===== config.mk =====
export PLATFORM = sky130hd
export DESIGN_NAME = dual_uart_front
export DESIGN_NICKNAME = d
export VERILOG_FILES = /design/src/rtl/dual_uart_front_pkg.sv /design/src/rtl/dual_uart_front_host.sv /design/src/rtl/dual_uart_front_chan.sv /design/src/rtl/dual_uart_front_baud.sv /design/src/rtl/dual_uart_front.sv
export SDC_FILE = /design/constraint.sdc
export NUM_CORES = 1
export LEC_CHECK = 0
export BUFFER_PORTS_ARGS = -buffer_cell sky130_fd_sc_hd__clkbuf_2
export CAP_MARGIN = 20
export CELL_PAD_IN_SITES_DETAIL_PLACEMENT = 1
export CELL_PAD_IN_SITES_GLOBAL_PLACEMENT = 2
export CORE_MARGIN = 2
export CORE_UTILIZATION = 40
export CTS_CLUSTER_DIAMETER = 40
export DETAILED_ROUTE_END_ITERATION = 10
export HOLD_SLACK_MARGIN = 0.08
export PLACE_DENSITY_LB_ADDON = 0.12
export SKIP_LAST_GASP = 1
export SYNTH_ARGS = -nofsm -noshare
export SYNTH_HDL_FRONTEND = slang
export SYNTH_HIERARCHICAL = 1
export SYNTH_SLANG_ARGS = --single-unit

===== constraint.sdc =====
create_clock -name clk -period 2.4 [get_ports clk]
set_input_delay 0.48 -clock clk [delete_from_list [all_inputs] [get_ports clk]]
set_output_delay 0.48 -clock clk [all_outputs]
set_load 0.02 [all_outputs]

===== src/rtl/dual_uart_front_pkg.sv =====
package dual_uart_front_pkg;
  localparam logic [2:0] OFS_DIV_LO = 3'd0;
  localparam logic [2:0] OFS_DIV_HI = 3'd1;
  localparam logic [2:0] OFS_ALT    = 3'd2;
  localparam logic [2:0] OFS_LINE   = 3'd3;
  localparam logic [2:0] OFS_MODEM  = 3'd4;

  localparam int ALT_W        = 3;
  localparam int ALT_BCAST    = 0;
  localparam int MODEM_OP2    = 3;
  localparam logic [7:0] ALT_KEY = 8'hBF;

  typedef enum logic [1:0] {
    MF_OP2   = 2'b00,
    MF_BAUD  = 2'b01,
    MF_RXRDY = 2'b10,
    MF_RXRD2 = 2'b11
  } mf_sel_e;
endpackage


===== src/rtl/dual_uart_front_host.sv =====
module dual_uart_front_host
  import dual_uart_front_pkg::*;
#(
  parameter int NCH    = 2,
  parameter int ADDR_W = 3,
  parameter int DATA_W = 8,
  parameter int CH_W   = 1
) (
  input  logic              clk,
  input  logic              rst,
  input  logic              cs_n,
  input  logic              wr_n,
  input  logic [ADDR_W-1:0] addr,
  input  logic [CH_W-1:0]   chan_sel,
  input  logic [DATA_W-1:0] line_sel,
  input  logic              bcast,
  output logic              wr_stb,
  output logic [NCH-1:0]    we_div_lo,
  output logic [NCH-1:0]    we_div_hi,
  output logic [NCH-1:0]    we_line,
  output logic [NCH-1:0]    we_modem,
  output logic              we_alt
);
  logic           wr_act;
  logic           wr_act_q;
  logic           div_open;
  logic           key_open;
  logic [NCH-1:0] mask;

  assign wr_act = ~cs_n & ~wr_n;

  always_ff @(posedge clk) begin
    if (rst) wr_act_q <= 1'b0;
    else     wr_act_q <= wr_act;
  end

  assign wr_stb   = wr_act & ~wr_act_q;
  assign div_open = line_sel[DATA_W-1];
  assign key_open = (line_sel == DATA_W'(ALT_KEY));
  assign mask     = bcast ? {NCH{1'b1}} : (NCH'(1) << chan_sel);

  always_comb begin
    we_div_lo = '0;
    we_div_hi = '0;
    we_line   = '0;
    we_modem  = '0;
    we_alt    = 1'b0;
    if (wr_stb) begin
      case (addr)
        ADDR_W'(OFS_DIV_LO): if (div_open) we_div_lo = mask;
        ADDR_W'(OFS_DIV_HI): if (div_open) we_div_hi = mask;
        ADDR_W'(OFS_ALT):    we_alt = key_open;
        ADDR_W'(OFS_LINE):   we_line = mask;
        ADDR_W'(OFS_MODEM):  we_modem = mask;
        default: ;
      endcase
    end
  end
endmodule


===== src/rtl/dual_uart_front_chan.sv =====
module dual_uart_front_chan #(
  parameter int DATA_W = 8,
  localparam int DIV_W = 2 * DATA_W
) (
  input  logic              clk,
  input  logic              rst,
  input  logic              we_div_lo,
  input  logic              we_div_hi,
  input  logic              we_line,
  input  logic              we_modem,
  input  logic [DATA_W-1:0] wdata,
  output logic [DATA_W-1:0] line_q,
  output logic [DATA_W-1:0] modem_q,
  output logic [DIV_W-1:0]  div_q,
  output logic              restart_q
);
  always_ff @(posedge clk) begin
    if (rst) begin
      line_q    <= '0;
      modem_q   <= '0;
      div_q     <= '0;
      restart_q <= 1'b0;
    end else begin
      if (we_line)   line_q  <= wdata;
      if (we_modem)  modem_q <= wdata;
      if (we_div_lo) div_q[DATA_W-1:0]     <= wdata;
      if (we_div_hi) div_q[DIV_W-1:DATA_W] <= wdata;
      restart_q <= we_div_lo | we_div_hi;
    end
  end
endmodule


===== src/rtl/dual_uart_front_baud.sv =====
module dual_uart_front_baud #(
  parameter int DIV_W = 16
) (
  input  logic             clk,
  input  logic             rst,
  input  logic             ref_en,
  input  logic             restart,
  input  logic [DIV_W-1:0] div,
  output logic             tick
);
  logic [DIV_W-1:0] cnt;

  always_ff @(posedge clk) begin
    if (rst) begin
      cnt  <= '0;
      tick <= 1'b0;
    end else if (restart) begin
      cnt  <= (div != '0) ? DIV_W'(1) : '0;
      tick <= 1'b0;
    end else if (ref_en) begin
      if (cnt == DIV_W'(1)) begin
        tick <= 1'b1;
        cnt  <= div;
      end else begin
        tick <= 1'b0;
        if (cnt != '0) cnt <= cnt - 1'b1;
      end
    end else begin
      tick <= 1'b0;
    end
  end
endmodule


===== src/rtl/dual_uart_front.sv =====
module dual_uart_front
  import dual_uart_front_pkg::*;
#(
  parameter int NCH    = 2,
  parameter int DATA_W = 8,
  parameter int ADDR_W = 3,
  localparam int CH_W  = (NCH > 1) ? $clog2(NCH) : 1,
  localparam int DIV_W = 2 * DATA_W
) (
  input  logic              clk,
  input  logic              rst,
  input  logic              bus_cs_n,
  input  logic              bus_rd_n,
  input  logic              bus_wr_n,
  input  logic [ADDR_W-1:0] bus_addr,
  input  logic [CH_W-1:0]   bus_chan_sel,
  input  logic [DATA_W-1:0] bus_wdata,
  output logic [DATA_W-1:0] bus_rdata,
  input  logic              ref16_en,
  input  logic [NCH-1:0]    rx_ready,
  output logic [NCH-1:0]    mf_n
);
  logic [NCH-1:0][DATA_W-1:0] line_q;
  logic [NCH-1:0][DATA_W-1:0] modem_q;
  logic [NCH-1:0][DIV_W-1:0]  div_q;
  logic [NCH-1:0]             restart;
  logic [NCH-1:0]             baud_tick;
  logic [NCH-1:0]             we_div_lo, we_div_hi, we_line, we_modem;
  logic                       we_alt;
  logic                       wr_stb;
  logic [ALT_W-1:0]           afr_q;
  logic [DATA_W-1:0]          line_sel;
  logic [DATA_W-1:0]          rd_val;
  mf_sel_e                    mf_sel;

  assign line_sel = line_q[bus_chan_sel];
  assign mf_sel   = mf_sel_e'(afr_q[2:1]);

  dual_uart_front_host #(
    .NCH(NCH), .ADDR_W(ADDR_W), .DATA_W(DATA_W), .CH_W(CH_W)
  ) i_host (
    .clk(clk), .rst(rst), .cs_n(bus_cs_n), .wr_n(bus_wr_n),
    .addr(bus_addr), .chan_sel(bus_chan_sel), .line_sel(line_sel),
    .bcast(afr_q[ALT_BCAST]), .wr_stb(wr_stb),
    .we_div_lo(we_div_lo), .we_div_hi(we_div_hi),
    .we_line(we_line), .we_modem(we_modem), .we_alt(we_alt)
  );

  always_ff @(posedge clk) begin
    if (rst)         afr_q <= '0;
    else if (we_alt) afr_q <= bus_wdata[ALT_W-1:0];
  end

  for (genvar g = 0; g < NCH; g++) begin : g_chan
    dual_uart_front_chan #(.DATA_W(DATA_W)) i_chan (
      .clk(clk), .rst(rst),
      .we_div_lo(we_div_lo[g]), .we_div_hi(we_div_hi[g]),
      .we_line(we_line[g]), .we_modem(we_modem[g]),
      .wdata(bus_wdata),
      .line_q(line_q[g]), .modem_q(modem_q[g]),
      .div_q(div_q[g]), .restart_q(restart[g])
    );

    dual_uart_front_baud #(.DIV_W(DIV_W)) i_baud (
      .clk(clk), .rst(rst), .ref_en(ref16_en),
      .restart(restart[g]), .div(div_q[g]), .tick(baud_tick[g])
    );

    always_ff @(posedge clk) begin
      if (rst) begin
        mf_n[g] <= 1'b1;
      end else begin
        case (mf_sel)
          MF_OP2:  mf_n[g] <= ~modem_q[g][MODEM_OP2];
          MF_BAUD: mf_n[g] <= ~baud_tick[g];
          default: mf_n[g] <= ~rx_ready[g];
        endcase
      end
    end
  end

  always_comb begin
    rd_val = '0;
    case (bus_addr)
      ADDR_W'(OFS_DIV_LO): if (line_sel[DATA_W-1]) rd_val = div_q[bus_chan_sel][DATA_W-1:0];
      ADDR_W'(OFS_DIV_HI): if (line_sel[DATA_W-1]) rd_val = div_q[bus_chan_sel][DIV_W-1:DATA_W];
      ADDR_W'(OFS_ALT):    if (line_sel == DATA_W'(ALT_KEY)) rd_val = DATA_W'(afr_q);
      ADDR_W'(OFS_LINE):   rd_val = line_sel;
      ADDR_W'(OFS_MODEM):  rd_val = modem_q[bus_chan_sel];
      default:             rd_val = '0;
    endcase
  end

  always_ff @(posedge clk) begin
    if (rst)                      bus_rdata <= '0;
    else if (~bus_cs_n & ~bus_rd_n) bus_rdata <= rd_val;
    else                          bus_rdata <= '0;
  end
endmodule


# Word level (Yosys, flattened, before mapping)
# Index checks and enable logic that the tools add are counted.
dict set report word_totals {
  regBits 114
  latchBits 0
  ram_bits 0
  romBits 0
  input_bits 20
  output_inout_bits 10
  memories 0
}
dict set report classes {
  addsub 2
  multipliers 0
  div_mod_pow 0
  magnitude_cmp 1
  n_eq_ne 8
  shifts 1
  mux 36
  n_bitwise 17
  n_reduce_logical 15
}
# op n
set op_table {}
lappend op_table {{16-bit two-way mux} 10}
lappend op_table {{16-bit nonzero test} 4}
lappend op_table {{8-bit two-way mux} 6}
lappend op_table {{8-bit one-hot mux with 5 select lines} 1}
lappend op_table {{16-bit by 1-bit equality test with 1-bit output (second input constant)} 2}
lappend op_table {{16-bit by 1-bit subtractor with 16-bit output (second input constant)} 2}
lappend op_table {{2-bit two-way mux} 10}
lappend op_table {{1-bit NOT} 12}
lappend op_table {{8-bit equality test (second input constant)} 1}
lappend op_table {{3-bit by 2-bit equality test with 1-bit output (second input constant)} 2}
lappend op_table {{1-bit two-way mux} 6}
lappend op_table {{3-bit nonzero test} 2}
lappend op_table {{3-bit OR reduction} 2}
lappend op_table {{1-bit one-hot mux with 2 select lines} 2}
lappend op_table {{2-bit AND reduction} 2}
lappend op_table {{2-bit nonzero test} 2}
lappend op_table {{1-bit bitwise AND} 3}
lappend op_table {{3-bit by 1-bit equality test with 1-bit output (second input constant)} 1}
lappend op_table {{3-bit equality test (second input constant)} 1}
lappend op_table {{3-bit logical NOT} 1}
lappend op_table {{3-bit two-way mux} 1}
lappend op_table {{2-bit by 1-bit equality test with 1-bit output (second input constant)} 1}
lappend op_table {{2-bit logical NOT} 1}
lappend op_table {{1-bit by 2-bit < comparator with 1-bit output (second input constant)} 1}
lappend op_table {{other kinds (3)} 4}

# Longest topological paths before layout
# Gate-level depths: netlist (run 1).
dict set report logic_depth {
  word_depth 6
  depth_mapped 9
}

# Hierarchy
# The synthesis (run 1) kept the hierarchy.
# mod instances cells_per_inst area_per_inst_um2
set modules_own_cells {}
lappend modules_own_cells {dual_uart_front_chan 2 107 1187.4}
lappend modules_own_cells {{dual_uart_front_baud (g_chan[0].i_baud)} 1 155 1260.0}
lappend modules_own_cells {{dual_uart_front_baud (g_chan[1].i_baud)} 1 149 1233.7}
lappend modules_own_cells {dual_uart_front 1 103 1111.1}
lappend modules_own_cells {dual_uart_front_host 1 24 167.7}

# Worst setup path before layout (run 1)
# No wires, ideal clock.
dict set report synth_timing {
  path_type {register to register}
  start {reg g_chan[0].i_baud.cnt[10]}
  end {reg g_chan[0].i_baud.cnt[0]}
  setup_ns 0.125
  t_arrival_ns 1.945
  required_time_ns 2.275
  path_slack_ns 0.330
  path_stages_with_launch 7
  path_buffers 1
  period_less_slack_ns 2.070
  cell_sequence {dfxtp_1 -> or4_4 -> or4_1 -> buf_2 -> o31a_1 -> a21oi_1 -> o32ai_2}
}
dict set report synth_between {
  elab_chain_cells 4
  word_cells_on_any_way 7
}
# item line
set synth_rtl {}
lappend synth_rtl {{from (decl)} dual_uart_front_baud.sv:11} ;# logic [DIV_W-1:0] cnt;
lappend synth_rtl {{from (signal assigned)} dual_uart_front_baud.sv:18} ;# cnt <= (div != '0) ? DIV_W'(1) : '0;
lappend synth_rtl {{from (signal assigned)} dual_uart_front_baud.sv:23} ;# cnt <= div;
lappend synth_rtl {{from (signal assigned)} dual_uart_front_baud.sv:26} ;# if (cnt != '0) cnt <= cnt - 1'b1;
lappend synth_rtl {{16-bit by 1-bit equality test with 1-bit output} dual_uart_front_baud.sv:21} ;# if (cnt == DIV_W'(1)) begin
lappend synth_rtl {{16-bit two-way mux} dual_uart_front_baud.sv:21}
lappend synth_rtl {{16-bit two-way mux} dual_uart_front_baud.sv:20} ;# end else if (ref_en) begin
lappend synth_rtl {{16-bit two-way mux} dual_uart_front_baud.sv:17} ;# end else if (restart) begin
# Several ways; a longest one is shown, not always the timed one. The select of a mux whose other input is x is not followed.
# A chain may end at the register's enable or synchronous reset.

# Worst setup path in the final report (run 1)
dict set report layout_timing {
  start {reg g_chan[0].i_baud.cnt[13]}
  end {reg g_chan[0].i_baud.cnt[14]}
}
dict set report layout_between {
  elab_chain_cells 5
  word_cells_on_any_way 9
}
# item line
set layout_rtl {}
lappend layout_rtl {{16-bit by 1-bit subtractor with 16-bit output} dual_uart_front_baud.sv:26}
lappend layout_rtl {{16-bit two-way mux} dual_uart_front_baud.sv:26}
lappend layout_rtl {{16-bit two-way mux} dual_uart_front_baud.sv:21}
lappend layout_rtl {{16-bit two-way mux} dual_uart_front_baud.sv:20}
lappend layout_rtl {{16-bit two-way mux} dual_uart_front_baud.sv:17}
# Several ways; a longest one is shown, not always the timed one. The select of a mux whose other input is x is not followed.

==> run summary, run 1 <==
DP Wirelength - 14430 um
top sig layer - met4
first-pass GRT wire length - 30790 um
Slew Limit Headroom - 0.5617
Cells after Synth - 644
total track usage - 0.2470
Critical Path RT - 2.70 ns
Hold Path Class - input port to flop
Leak - 2.675 nW
M1 WL - 8570 um
post-synth net total - 670
Slew @ Worst Pin - 0.6514 ns
Min Clock Period, post-route - 2.268 ns
Routed WL per cell - 21.67 um
Clock Pin Slew Worst Setup and Hold Paths - 0.05 ns
largest net degree at the start of global routing - 40
initial DRC count - 296
Peak Freq - 440.9 MHz
initial core utilization - 0.4071
chip width - 127.9 um
final net count - 722
root buf cell - clkbuf_16
TritonCTS buffer count - 17
via/cell ratio - 5.885
grt total ovfl - 0
clk_lat worst skew - 0.41 ns
Synth warnings - 6
Power Density - 1234 nW/um^2
Die Height - 127.9 um
Worst setup SP type - flop
Fin. Hold Viols - 0
Antenna Nets Post-Route - 0
syn avg cell area - 9.539 um^2
layout cells sized above 1 - 0.2079
met2 wire len - 9296 um
CTS max path bufs - 2
final setup fails - 0
design area - 7162 um^2
CTS tree - built
met3 WL - 857 um
Antenna Cells - 0
IO buf count - 29
CP Capture Type - flop
initial antenna violation count - 0
final clock period utilization by the worst path - 0.9451
Post-Syn Area - 6143 um^2
Ports - 30
Crit Path Class - flop to flop
number of H-tree levels - 4
TritonCTS Sinks - 114
via count - 5267
VDD IR max - 0.0005194 V
DP Area - 6549 um^2
critical path peak fanout - 7
max-capacitance violation count - 0
skew final - 0.005580 ns
die area - 16370 um^2
Hold Buf Count CTS - 0
core area - 15090 um^2
fin. max-slew vios - 0
vias in the first global route - 5500
run status - finished, final reports clean
Power, Total - 8.836 mW
Setup Total Neg Slack - 0 ns
P&R area growth vs syn - 16.58%
placed cells - 865
RSZ-0062 raised after global routing - no
Post-Route WL - 19390 um
Non-Filler Instances - 895
DRC violations left - 0
Worst EP arrival - 2.57 ns
GPL Wtd Cong - 0.8798
drt pass-1 iters - 4
# rows - 45
## per-layer routing
metal / up-vias / GRT usage
met3: 36 / 0.04382
met1: 2599 / 0.3140
met4: 0 / 0.1105
li1: 2508 / -
met2: 124 / 0.4108
met5: - / 0
## final timing paths
| check | start | end | slack, ns | depth (start not counted) |
|---|---|---|---|---|
| worst max-delay path | g_chan[0].i_baud/cnt[13] | g_chan[0].i_baud/cnt[14] | 0.13 | 5 |
| worst min-delay path | bus_wr_n | i_host/wr_act_q | 0.30 | 2 |
| worst max register to register | g_chan[0].i_baud/cnt[13] | g_chan[0].i_baud/cnt[14] | 0.13 | 5 |
| worst min register to register | g_chan[0].i_chan/modem_q[6] | g_chan[0].i_chan/modem_q[6] | 0.49 | 2 |
## registers in the layout, indices dropped and copies added, names as in the netlist
| register | flops |
|---|---|
| afr_q | 3 |
| g_chan.i_chan/div_q | 32 |
| g_chan.i_baud/tick | 2 |
| i_host/wr_act_q | 1 |
| g_chan.i_chan/line_q | 16 |
| mf_n | 2 |
| g_chan.i_chan/modem_q | 16 |
| bus_rdata | 8 |
| g_chan.i_baud/cnt | 32 |
| g_chan.i_chan/restart_q | 2 |
## layout make-up
cell class                 instances  area, um^2
fill                            1714        7928
sequential                       114        2282
clock inverter                    10       160.2
clock buffer                      20       446.7
tap                              188       235.2
multi-input combinational        481        3523
timing repair buffer              71       473.0
inverter                          11       41.29
## critical path, cell delays in order, from the launching register on
cell and delay, ns:
dfxtp_1 0.32, or4_4 0.57, or4_1 0.59, o31ai_2 0.37, a311oi_1 0.10, o22a_1 0.22
## per-stage QoR
stage               worst slack [ns]  utilization  hold WS, ns
finish                        0.1318       0.4746       0.2960
global route                 0.07174       0.4746       0.2876
CTS                           0.1503       0.4742       0.2802
detailed placement            0.1986       0.4340       0.4780
global placement              0.2025       0.4340       0.4647
floorplan                     0.3300            -       0.4424
## placed cells by master (no fill, tap or decap), types with 8 or more instances in the layout
master	count
a21oi_1	32
a31oi_1	8
buf_4	41
clkbuf_16	17
clkbuf_2	29
dfxtp_1	114
inv_1	11
mux2i_1	92
nand2_1	26
nand2b_1	10
nand3_1	13
nand4_1	8
nor2_1	91
nor3_1	23
nor4_1	10
o211ai_1	8
o21ai_0	9
o21ai_1	8
or3_1	10
## what timing repair did
action                                  CTS  global route
endpoints found under the setup margin    0             1
resized for setup                         0             1
endpoints found under the hold margin     0             0
buffers inserted                          0             0
## where the power goes
group | leakage [nW] | total [mW] | internal (mW) | switching [mW]
clock network | 0.296 | 2.62 | 1.75 | 0.877
registers | 0.923 | 2.44 | 2.12 | 0.314
logic | 1.46 | 3.77 | 1.53 | 2.25
total | 2.67 | 8.84 | 5.40 | 3.44
Note: power is estimated with default switching activity, not from simulation.
==> inputs of run 2 (changes only) <==
--- a/config.mk
+++ b/config.mk
@@ -9,13 +9,13 @@
 export CAP_MARGIN = 20
 export CELL_PAD_IN_SITES_DETAIL_PLACEMENT = 1
 export CELL_PAD_IN_SITES_GLOBAL_PLACEMENT = 2
-export CORE_MARGIN = 2
 export CORE_UTILIZATION = 40
 export CTS_CLUSTER_DIAMETER = 40
 export DETAILED_ROUTE_END_ITERATION = 10
 export HOLD_SLACK_MARGIN = 0.08
 export PLACE_DENSITY_LB_ADDON = 0.12
 export SKIP_LAST_GASP = 1
+export SLEW_MARGIN = 20
 export SYNTH_ARGS = -nofsm -noshare
 export SYNTH_HDL_FRONTEND = slang
 export SYNTH_HIERARCHICAL = 1
==> run summary, run 2 (synthesized netlist as in run 1, its figures left out) <==
TritonCTS buffer count - 17 (unchanged)
initial antenna violation count - 0 (unchanged)
Slew Limit Headroom - 0.4773 (-0.08445)
CTS tree - built
sw power - 3.478 mW (+1.2%)
most frequent cells in the layout - 114 x dfxtp_1, 92 x mux2i_1, 91 x nor2_1
Clock Pin Slew Worst Setup and Hold Paths - 0.06 ns (about the same)
CP bufs+invs - 0 (unchanged)
Hold Path Class - input port to flop
Comb pwr share - 0.439 (+0.012)
initial core utilization - 0.4164 (+0.009253)
Worst path max stage delay - 0.57 ns (-0.02 ns)
final net count - 720 (-0.28%)
Top cell by count, worst path - or4_4
Antenna Cells - 0 (unchanged)
initial DRC count - 287 (-3.0%)
Slew @ Worst Pin - 0.7770 ns (+0.1255 ns)
DP Wirelength - 14330 um (-0.73%)
RSZ-0062 raised after global routing - no
Routed WL per cell - 22.00 um (+1.5%)
die area - 15860 um^2 (-3.1%)
drt pass-1 iters - 6 (+2)
max-capacitance violation count - 0 (unchanged)
largest net degree at the start of global routing - 50 (+25%)
Die Height - 125.9 um (-1.6%)
internal power - 4.981 mW (-7.7%)
Antenna Nets Post-Route - 0 (unchanged)
Worst EP arrival - 2.59 ns (+0.02 ns)
number of H-tree levels - 4 (unchanged)
CP delay by family, top - simple AND/OR/NAND/NOR gates
via count - 5341 (+1.4%)
final clock period utilization by the worst path - 0.9363 (-0.008818)
Hold Buf Count CTS - 0 (unchanged)
CP Capture Type - flop
most common cell after layout, fill and taps aside - dfxtp_1
critical-path cell list - or4_4, or4_4, o21ai_4, o21ai_1, o22ai_2
final worst slack - 0.1529 ns (+0.02116 ns)
fin. max-slew vios - 0 (unchanged)
Power Density - 1197 nW/um^2 (-3.0%)
Post-Route WL - 19600 um (+1.1%)
CP max stage cell - or4_4
Sequential Power Share - 0.287 (+0.011)
root buf cell - clkbuf_16
Fin. Hold Viols - 0 (unchanged)
TritonCTS Sinks - 114 (unchanged)
P&R area growth vs syn - 15.07%
skew final - 0.01384 ns (+0.008257 ns)
critical path peak fanout - 14 (+7)
via/cell ratio - 5.994 (+1.9%)
VDD IR max - 0.0005209 V (+0.29%)
Min Clock Period, post-route - 2.247 ns (-0.02116 ns)
DRC violations left - 0 (unchanged)
first-pass GRT wire length - 31220 um (+1.4%)
core area - 14750 um^2 (-2.2%)
Clock Power Share - 0.275 (-0.022)
WHS - 0.2616 ns (-0.03447 ns)
switching share of power - 0.4111 (+0.02208)
run status - finished, final reports clean
final setup fails - 0 (unchanged)
clk_lat worst skew - 0.42 ns (about the same)
Peak Freq - 445.0 MHz (+0.94%)
Critical Path RT - 2.74 ns (+0.04 ns)
Leak - 2.633 nW (-1.6%)
grt total ovfl - 0 (unchanged)
GPL Wtd Cong - 0.8856 (+0.66%)
Setup Total Neg Slack - 0 ns (unchanged)
IO buf count - 29 (unchanged)
Crit Path Class - flop to flop
post-layout util - 0.4791 (+0.004511)
biggest regs - g_chan.i_baud/cnt: 32 flops, g_chan.i_chan/div_q: 32 flops
layout cells sized above 1 - 0.2093 (+0.001414)
total track usage - 0.2583 (+0.01128)
vias in the first global route - 5542 (+0.76%)
# rows - 44 (-2.2%)
Worst setup SP type - flop
CTS max path bufs - 2 (unchanged)
pre-CTS WS - 0.07603 ns (-0.1226 ns)
Ports - 30 (unchanged)
chip width - 125.9 um (-1.6%)
run 2: power by group through the flow:
| stage | Sequential (mW) | Combinational [mW] | Clock [mW] |
|---|---|---|---|
| after global routing | 2.47 | 4.05 | 2.47 |
| after floorplan | 2.38 | 2.61 | 0 |
| after global placement | 2.44 | 3.52 | 0 |
| after CTS | 2.42 | 3.66 | 2.38 |
| after detailed placement | 2.45 | 3.60 | 0 |
| final | 2.42 | 3.71 | 2.32 |
run 2: final timing paths:
path / start / to / slack [ns] / cells after the start
setup reg to reg: g_chan[0].i_baud/cnt[13] / g_chan[0].i_baud/cnt[10] / 0.15 / 5
hold reg to reg: g_chan[1].i_baud/cnt[15] / g_chan[1].i_baud/cnt[15] / 0.49 / 1
setup / recovery: g_chan[0].i_baud/cnt[13] / g_chan[0].i_baud/cnt[10] / 0.15 / 5
hold / removal: bus_wr_n / i_host/wr_act_q / 0.26 / 2
run 2: repair_timing:
| action | CTS | global route |
|---|---|---|
| resized for setup | 0 | 1 |
| setup endpoints to repair | 0 | 1 |
| setup buffers | 0 | 0 |
run 2: routing by layer:
metal | GRT usage | part of all wire | vias to the layer above
met5 | 0 | 0 | -
met4 | 0.09284 | 0.020 | 0
met3 | 0.04928 | 0.040 | 30
met2 | 0.4306 | 0.49 | 138
met1 | 0.3325 | 0.45 | 2659
li1 | - | - | 2514
run 2: per-stage QoR:
step / total power, mW / instances / instance area, um^2
floorplan: 4.992 / 644 / 6143
global placement: 5.965 / 859 / 6516
detailed placement: 6.058 / 859 / 6516
CTS: 8.455 / 891 / 7063
global route: 8.991 / 891 / 7069
finish: 8.459 / 891 / 7069
run 2: area by class of cell:
cell class | instances | area [um^2]
Inverter | 11 | 41.29
Clock buffer | 18 | 429.2
Clock inverter | 14 | 117.6
Fill cell | 1714 | 7685
Timing Repair Buffer | 69 | 445.4
Tap cell | 184 | 230.2
Multi-Input combinational cell | 481 | 3523
Sequential cell | 114 | 2282
